--- src/rtl/dcvt_i32x2.sv ---
module dcvt_i32x2 #(
  parameter int LANES = 2
) (
  input  logic                 clk,
  input  logic                 rst,
  input  logic                 in_valid,
  input  logic [64*LANES-1:0]  src,
  input  logic                 trap_en_inexact,
  output logic                 out_valid,
  output logic [64*LANES-1:0]  res,
  output logic                 flag_invalid,
  output logic                 flag_snan,
  output logic                 flag_inexact,
  output logic                 trap_req
);

  localparam int          W      = 32;
  localparam logic [10:0] BIAS   = 11'd1023;
  localparam logic [10:0] E_TOP  = BIAS + 11'd31;
  localparam logic [W-1:0] I_MAX = {1'b0, {(W-1){1'b1}}};
  localparam logic [W-1:0] I_MIN = {1'b1, {(W-1){1'b0}}};

  logic [W-1:0]     lane_val [LANES];
  logic [LANES-1:0] l_inv, l_snan, l_inx;
  logic [64*LANES-1:0] res_d;

  for (genvar i = 0; i < LANES; i++) begin : g_lane
    logic        sgn;
    logic [10:0] ex;
    logic [51:0] fr;
    assign sgn = src[64*i+63];
    assign ex  = src[64*i+52 +: 11];
    assign fr  = src[64*i +: 52];

    always_comb begin
      logic [52:0] mant;
      logic [10:0] ub;
      logic [5:0]  sh;
      logic [W-1:0] mag;
      mant = {1'b1, fr};
      ub   = ex - BIAS;
      sh   = 6'd52 - ub[5:0];
      mag  = W'(mant >> sh);
      lane_val[i] = '0;
      l_inv[i]  = 1'b0;
      l_snan[i] = 1'b0;
      l_inx[i]  = 1'b0;
      if (ex == 11'h7FF) begin
        l_inv[i] = 1'b1;
        if (fr != '0) begin
          lane_val[i] = I_MIN;
          l_snan[i]   = ~fr[51];
        end else begin
          lane_val[i] = sgn ? I_MIN : I_MAX;
        end
      end else if (ex < BIAS) begin
        l_inx[i] = (ex != '0) || (fr != '0);
      end else if (ex >= E_TOP) begin
        if (sgn && ex == E_TOP && fr[51:21] == '0) begin
          lane_val[i] = I_MIN;
          l_inx[i]    = (fr[20:0] != '0);
        end else begin
          lane_val[i] = sgn ? I_MIN : I_MAX;
          l_inv[i]    = 1'b1;
        end
      end else begin
        lane_val[i] = sgn ? -mag : mag;
        l_inx[i]    = |(mant & ~({53{1'b1}} << sh));
      end
    end

    assign res_d[64*i +: 64] = {lane_val[i], lane_val[i]};

    assert_lane_excl_R4: assert property (@(posedge clk) disable iff (rst)
      !(l_inv[i] && l_inx[i]));
    assert_snan_inv_R3: assert property (@(posedge clk) disable iff (rst)
      l_snan[i] |-> l_inv[i]);
  end

  always_ff @(posedge clk) begin
    if (rst) begin
      out_valid    <= 1'b0;
      res          <= '0;
      flag_invalid <= 1'b0;
      flag_snan    <= 1'b0;
      flag_inexact <= 1'b0;
      trap_req     <= 1'b0;
    end else begin
      out_valid    <= in_valid;
      flag_invalid <= in_valid & (|l_inv);
      flag_snan    <= in_valid & (|l_snan);
      flag_inexact <= in_valid & (|l_inx);
      trap_req     <= in_valid & trap_en_inexact & (|l_inx);
      if (in_valid) res <= res_d;
    end
  end

  assert_latency_R9: assert property (@(posedge clk) disable iff (rst)
    1'b1 |=> out_valid == $past(in_valid));
  assert_idle_flags_R9: assert property (@(posedge clk) disable iff (rst)
    !out_valid |-> !(flag_invalid || flag_snan || flag_inexact || trap_req));
  assert_trap_R8: assert property (@(posedge clk) disable iff (rst)
    trap_req |-> flag_inexact);
  assert_dup_words_R1: assert property (@(posedge clk) disable iff (rst)
    out_valid |-> (res[31:0] == res[63:32] && res[95:64] == res[127:96]));

endmodule

--- config.mk ---
export PLATFORM = sky130hd
export DESIGN_NAME = dcvt_i32x2
export DESIGN_NICKNAME = d
export VERILOG_FILES = /design/src/rtl/dcvt_i32x2.sv
export SDC_FILE = /design/constraint.sdc
export NUM_CORES = 1
export LEC_CHECK = 0
export ABC_CLOCK_PERIOD_IN_PS = 11900
export BUFFER_PORTS_ARGS = -buffer_cell sky130_fd_sc_hd__buf_2
export CAP_MARGIN = 20
export CORE_MARGIN = 2
export CORE_UTILIZATION = 30
export CTS_BUF_LIST = sky130_fd_sc_hd__clkbuf_2
export DETAILED_ROUTE_END_ITERATION = 7
export MAX_ROUTING_LAYER = met4
export RECOVER_POWER = 50
export SLEW_MARGIN = 0
export SYNTH_ARGS = -nofsm -noshare
export SYNTH_HDL_FRONTEND = slang
export SYNTH_SLANG_ARGS = --single-unit
export TNS_END_PERCENT = 10
--- constraint.sdc ---
create_clock -name clk -period 11.9 [get_ports clk]
set_input_delay 1.19 -clock clk [delete_from_list [all_inputs] [get_ports clk]]
set_output_delay 1.19 -clock clk [all_outputs]
set_load 0.01 [all_outputs]
After elaboration in Yosys (flattened, before gate mapping) --
Index checks and enable logic that the tools add are counted.
Word-level totals: bits of input ports 132, ROM bits 0, RAM bits 0, output and inout port bits 133, logic and storage cells 88, memories kept 0, bits in latches 0, bits in registers 133
Operators by class: equal/unequal tests 4, $add $sub $neg 6, magnitude comparators 4, divide/modulo/power cells 0, muxes and demuxes 34, multipliers 0, shift-type cells 4, bitwise operators 11, reduce and logical (&&, ||, !) cells 19
Operator list (count):
- 32-bit two-way mux | 14
- 53-bit bitwise AND | 2
- 53-bit inverter | 2
- 53-bit OR reduction | 2
- 53-bit by 6-bit << shifter with 53-bit output (first input constant) | 2
- 53-bit by 6-bit right shift with 32-bit output | 2
- 52-bit nonzero test | 2
- 32-bit negation | 2
- 31-bit logical NOT | 2
- 11-bit equality test (second input constant) | 4
- 21-bit nonzero test | 2
- 11-bit greater-or-equal comparator (second input constant) | 2
- 11-bit by 10-bit < comparator with 1-bit output (second input constant) | 2
- 11-bit nonzero test | 2
- 1-bit two-way mux | 20
- 6-bit subtractor (first input constant) | 2
- 6-bit subtractor (second input constant) | 2
- 2-bit OR reduction | 3
- 1-bit bitwise AND | 5
- 1-bit logical AND | 4
- 1-bit logical OR | 2
- 1-bit inverter | 2

Logic depth before layout (Yosys ltp) --
depth after elaboration 11, mapped depth 23, gate-level depth less buffers 16

Worst setup path after synthesis --
Ideal clock, no wire load.
path type input to register, start point input port src[54], end point register res[59], arrival 5624 ps, required time 11773 ps, stages 19, path buffers 8, path slack 6150 ps, library setup time 127 ps, cell sequence buf_2 inv_1 buf_2 buf_2 buf_2 buf_2 ha_1 inv_1 ha_1 buf_1 clkbuf_1 buf_1 o32ai_1 a211oi_1 nor4b_2 nand3_1 o41ai_1 xor2_1 a21oi_1
Between the ends: cells in the longest elaborated chain, start to end 8, elaborated cells on any way between the ends 15, classes of those cells add/sub (3); order compare (2); eq/ne (2); shift (1); mux (5); reduce/logical (2)
Ends and longest elaborated chain:
- start: declaration | RTL line 7 | input logic [64*LANES-1:0] src,
- 6-bit subtractor | RTL line 41 | ub = ex - BIAS;
- 6-bit subtractor | RTL line 42 | sh = 6'd52 - ub[5:0];
- 53-bit by 6-bit right shift with 32-bit output | RTL line 43 | mag = W'(mant >> sh);
- 32-bit negation | RTL line 67 | lane_val[i] = sgn ? -mag : mag;
- 32-bit two-way mux | RTL line 67
- 32-bit two-way mux | RTL line 58 | end else if (ex >= E_TOP) begin
- 32-bit two-way mux | RTL line 56 | end else if (ex < BIAS) begin
- 32-bit two-way mux (*) | RTL line 48 | if (ex == 11'h7FF) begin
- end signal: assignment | RTL line 94 | if (in_valid) res <= res_d;
- end: declaration | RTL line 10 | output logic [64*LANES-1:0] res,
Every way passes the cells marked *; elsewhere a longest branch is shown, timed or not. A chain may end at the register's enable or synchronous reset.

Final worst setup path --
start point input port src[118], end point register res[95]
The elaborated chain is that of the path after synthesis.

==> results.py <==
metrics = {
    "timing": {
        "drv_slew": 68,
        "rsz0062_at_grt": "false",
        "period_needed_ns": 6.436,
        "hold_viol": 0,
        "maxSlewHeadroom_pct": -73.26,
        "post-route-period-util_pct": 54.08,
        "finClkSkew_ns": 0,
        "setup_viol_count_final": 0,
        "fmax_ghz": 0.1554,
        "tightest_slew_ns": 2.599,
        "setup_tns_ns": 0,
    },
    "synthesis": {
        "yosysTopAreaCellShare_pct": 15.27,
        "syn_area_per_cell_um2": 7.843,
        "synth_area_leaders": "mux4_2, mux2i_1, dfxtp_1",
        "yosys_register_bits": 69,
        "syn_nets": 1931,
        "synth_ff_type": "dfxtp_1",
        "yosysUniqueCellTypes": 93,
        "yosys.area.top_type": "mux4_2",
        "syn_inst": 1787,
        "yosysWarningCount": 0,
        "async_reset_ff_share_pct": 0,
        "netlist_area_um2": 14010,
        "yosysSeqAreaShare_pct": 9.856,
        "synth_edf_count": 0,
    },
    "die": {
        "coreArea_um2": 46360,
        "start_util_pct": 30.23,
        "fp.dieW_um": 220.1,
        "placementRows": 79,
        "die_area_um2": 48460,
        "pin_count": 265,
        "die-height_um": 220.1,
    },
    "clock_network": {
        "cts_sinks": 69,
        "cts_resized": 0,
        "tritoncts": "done",
        "clk_pin_slew_worst_paths_ns": 0.22,
        "cts-buffers-inserted": 9,
        "h-tree-depth": 3,
        "cts_buffer_depth": 2,
        "hold_buffers": 0,
        "cts-root-buf": "clkbuf_2",
        "post-cts-setup-buffers": 0,
        "clk_latency_ns": 0.64,
    },
    "final_layout": {
        "nets": 2003,
        "fin_area_um2": 15080,
        "multi_input_area_um2": 11270,
        "areaGrowthSynthToFinish_pct": 7.633,
        "nFillCells": 5030,
        "seq_area_um2": 1381,
        "layout-drive-gt1-share_pct": 20.98,
    },
    "worst_hold_path": {
        "min_to": "res[32]",
        "hp-class": "reg -> reg",
        "min-delay-start": "res[32]",
        "hold_depth": 2,
    },
    "critical_path": {
        "start_kind": "input port",
        "end_kind": "flop",
        "cp_max_fo": 43,
        "rr_startpoint": "res[63]",
        "rr_worst_depth": 5,
        "cp.arrival_ns": 6.99,
        "r2r_slack_ns": 10.75,
        "crit_type": "in -> reg",
        "required_ns": 12.45,
        "r2r_end": "res[63]",
    },
    "job": {
        "cap_violations": 1,
    },
    "place": {
        "detailed_place_hpwl_um": 52820,
        "port_buffers": 264,
        "gp_congestion": 1.001,
        "placed_area_um2": 15040,
    },
    "global_routing": {
        "grt_pass1_vias": 15140,
        "met2_usage_pct": 45.78,
        "top_usage_layer": "met2",
        "grtUsageTotal_pct": 28.80,
        "met1_usage_pct": 36.84,
        "use_met3_pct": 4.660,
        "grt_max_degree": 72,
        "grt_pass1_wl_um": 102300,
        "antenna_found_initial": 5,
        "grt_overflow": 0,
    },
    "routing": {
        "drt-total-wl_um": 69820,
        "wl_per_cell_um": 28.19,
        "drc": 0,
        "drt_iter0_drc": 2260,
        "dr.pass1.iters": 6,
        "ant_nets": 0,
        "vias": 16200,
        "viasPerCell": 6.540,
    },
    "power": {
        "total_leakage_power_nw": 5.743,
        "p_per_area_nw_per_um2": 87.52,
        "irDropWorstVdd_uv": 90.42,
    },
    "status": {
        "violations": "capacitance limit, slew limit",
        "status": "finished with violations",
    },
}
per-stage QoR:
stage	std cells	util (%)	setup WS [ns]	power [W]	hold slack (ns)
2_1_floorplan	1787	-	6.150	0.0008657	0.5072
3_3_place_gp	2453	32.45	5.045	0.001136	0.5061
3_5_place_dp	2453	32.45	4.871	0.001137	0.5105
4_1_cts	2469	32.73	5.638	0.001309	0.5350
5_1_grt	2477	32.54	5.222	0.001388	0.5645
6_report	2477	32.54	5.464	0.001320	0.5363
layout by cell type (no fill, tap or decap), drive strengths merged, types with 42 or more instances in the layout:
cell / instances
buf: 192
nand2: 154
mux2i: 142
o21ai: 131
nor2: 130
a21oi: 124
clkbuf: 110
mux4: 95
dfxtp: 69
nor3: 48
mux2: 43
o22ai: 42
state kept, by name (all words and copies together) (netlist names):
register,flops
flag_invalid,1
flag_snan,1
flag_inexact,1
out_valid,1
trap_req,1
res,64
worst max-delay path, cell delays in order:
cell	delay, ns
buf_4	0.44
clkinv_1	0.27
ha_4	0.57
buf_4	0.59
mux4_2	0.60
mux2i_1	0.38
nor2_1	0.10
a2111oi_2	0.74
nand4_2	0.28
or4_1	0.74
or3_1	0.46
o31a_1	0.29
o211ai_1	0.17
a31oi_1	0.11
synthesized netlist by cell type, drive strengths merged, types with 5 or more instances:
library cell and count:
nand2 154, mux2i 142, buf 135, o21ai 131
nor2 130, a21oi 124, clkbuf 97, mux4 95
dfxtp 69, nor3 48, mux2 43, o22ai 42
nand3 37, a22oi 36, nor4 34, xnor2 34
xor2 28, inv 26, o31ai 25, a211oi 23
nand2b 22, o211ai 22, and3 18, nor2b 18
a21o 17, nand4 17, or3 14, a221oi 13
a22o 12, ha 12, a31oi 11, or2 10
or4 10, a211o 9, o32ai 9, o21a 8
o221ai 8, a2111oi 7, a21boi 7, and2 7
o41ai 6, a222oi 5
routing by layer:
metal	vias to the layer above	part of all wire, %	routed length [um]
met5	-	0	0
met4	0	4.1	2876
met3	186	9.8	6873
met2	1130	46	32030
met1	7896	40	28040
li1	6987	-	-
worst max-delay path by stage:
| stage | slack (ns) | to | cells past startpoint | start |
|---|---|---|---|---|
| after detailed placement | 4.87 | res[95] | 14 | src[118] |
| after global routing | 5.22 | res[95] | 14 | src[118] |
| final | 5.46 | res[95] | 14 | src[118] |
| after floorplan | 6.15 | res[59] | 19 | src[54] |
| after CTS | 5.64 | res[95] | 14 | src[118] |
| after global placement | 5.04 | res[95] | 14 | src[118] |
area by class of cell:
class                      count  area share [%]
antenna                        6         0.09954
clock buffer                   9          0.2986
clock inverter                 7          0.5474
inverter                      28          0.7050
multi-input combinational   1458           74.68
sequential                    69           9.157
tap                          607           5.035
timing repair buffer         293           9.472
logic make-up (layout without fill, tap and decap cells):
kind of cell / count (synthesis) / in the layout / synth area share, %
buffers and inverters: 260 / 337 / 10.07
DFF: 69 / 69 / 9.856
other: 0 / 6 / 0
and+or+nand+nor: 541 / 541 / 19.29
muxes: 280 / 280 / 29.01
adders and majority gates: 13 / 13 / 1.143
xor gates and xnor gates: 62 / 62 / 3.875
AOI/OAI and AO/OA: 562 / 562 / 26.76
where the power goes:
| part | switching, W | total [W] | internal [W] | leakage (nW) |
|---|---|---|---|---|
| combinational | 0.000571 | 0.000888 | 0.000317 | 5.10 |
| clock | 0.000114 | 0.000166 | 0.0000519 | 0.0711 |
| sequential | 0.0000166 | 0.000266 | 0.000250 | 0.570 |
| total | 0.000701 | 0.00132 | 0.000619 | 5.74 |
Power figures use the tool's default switching activity.
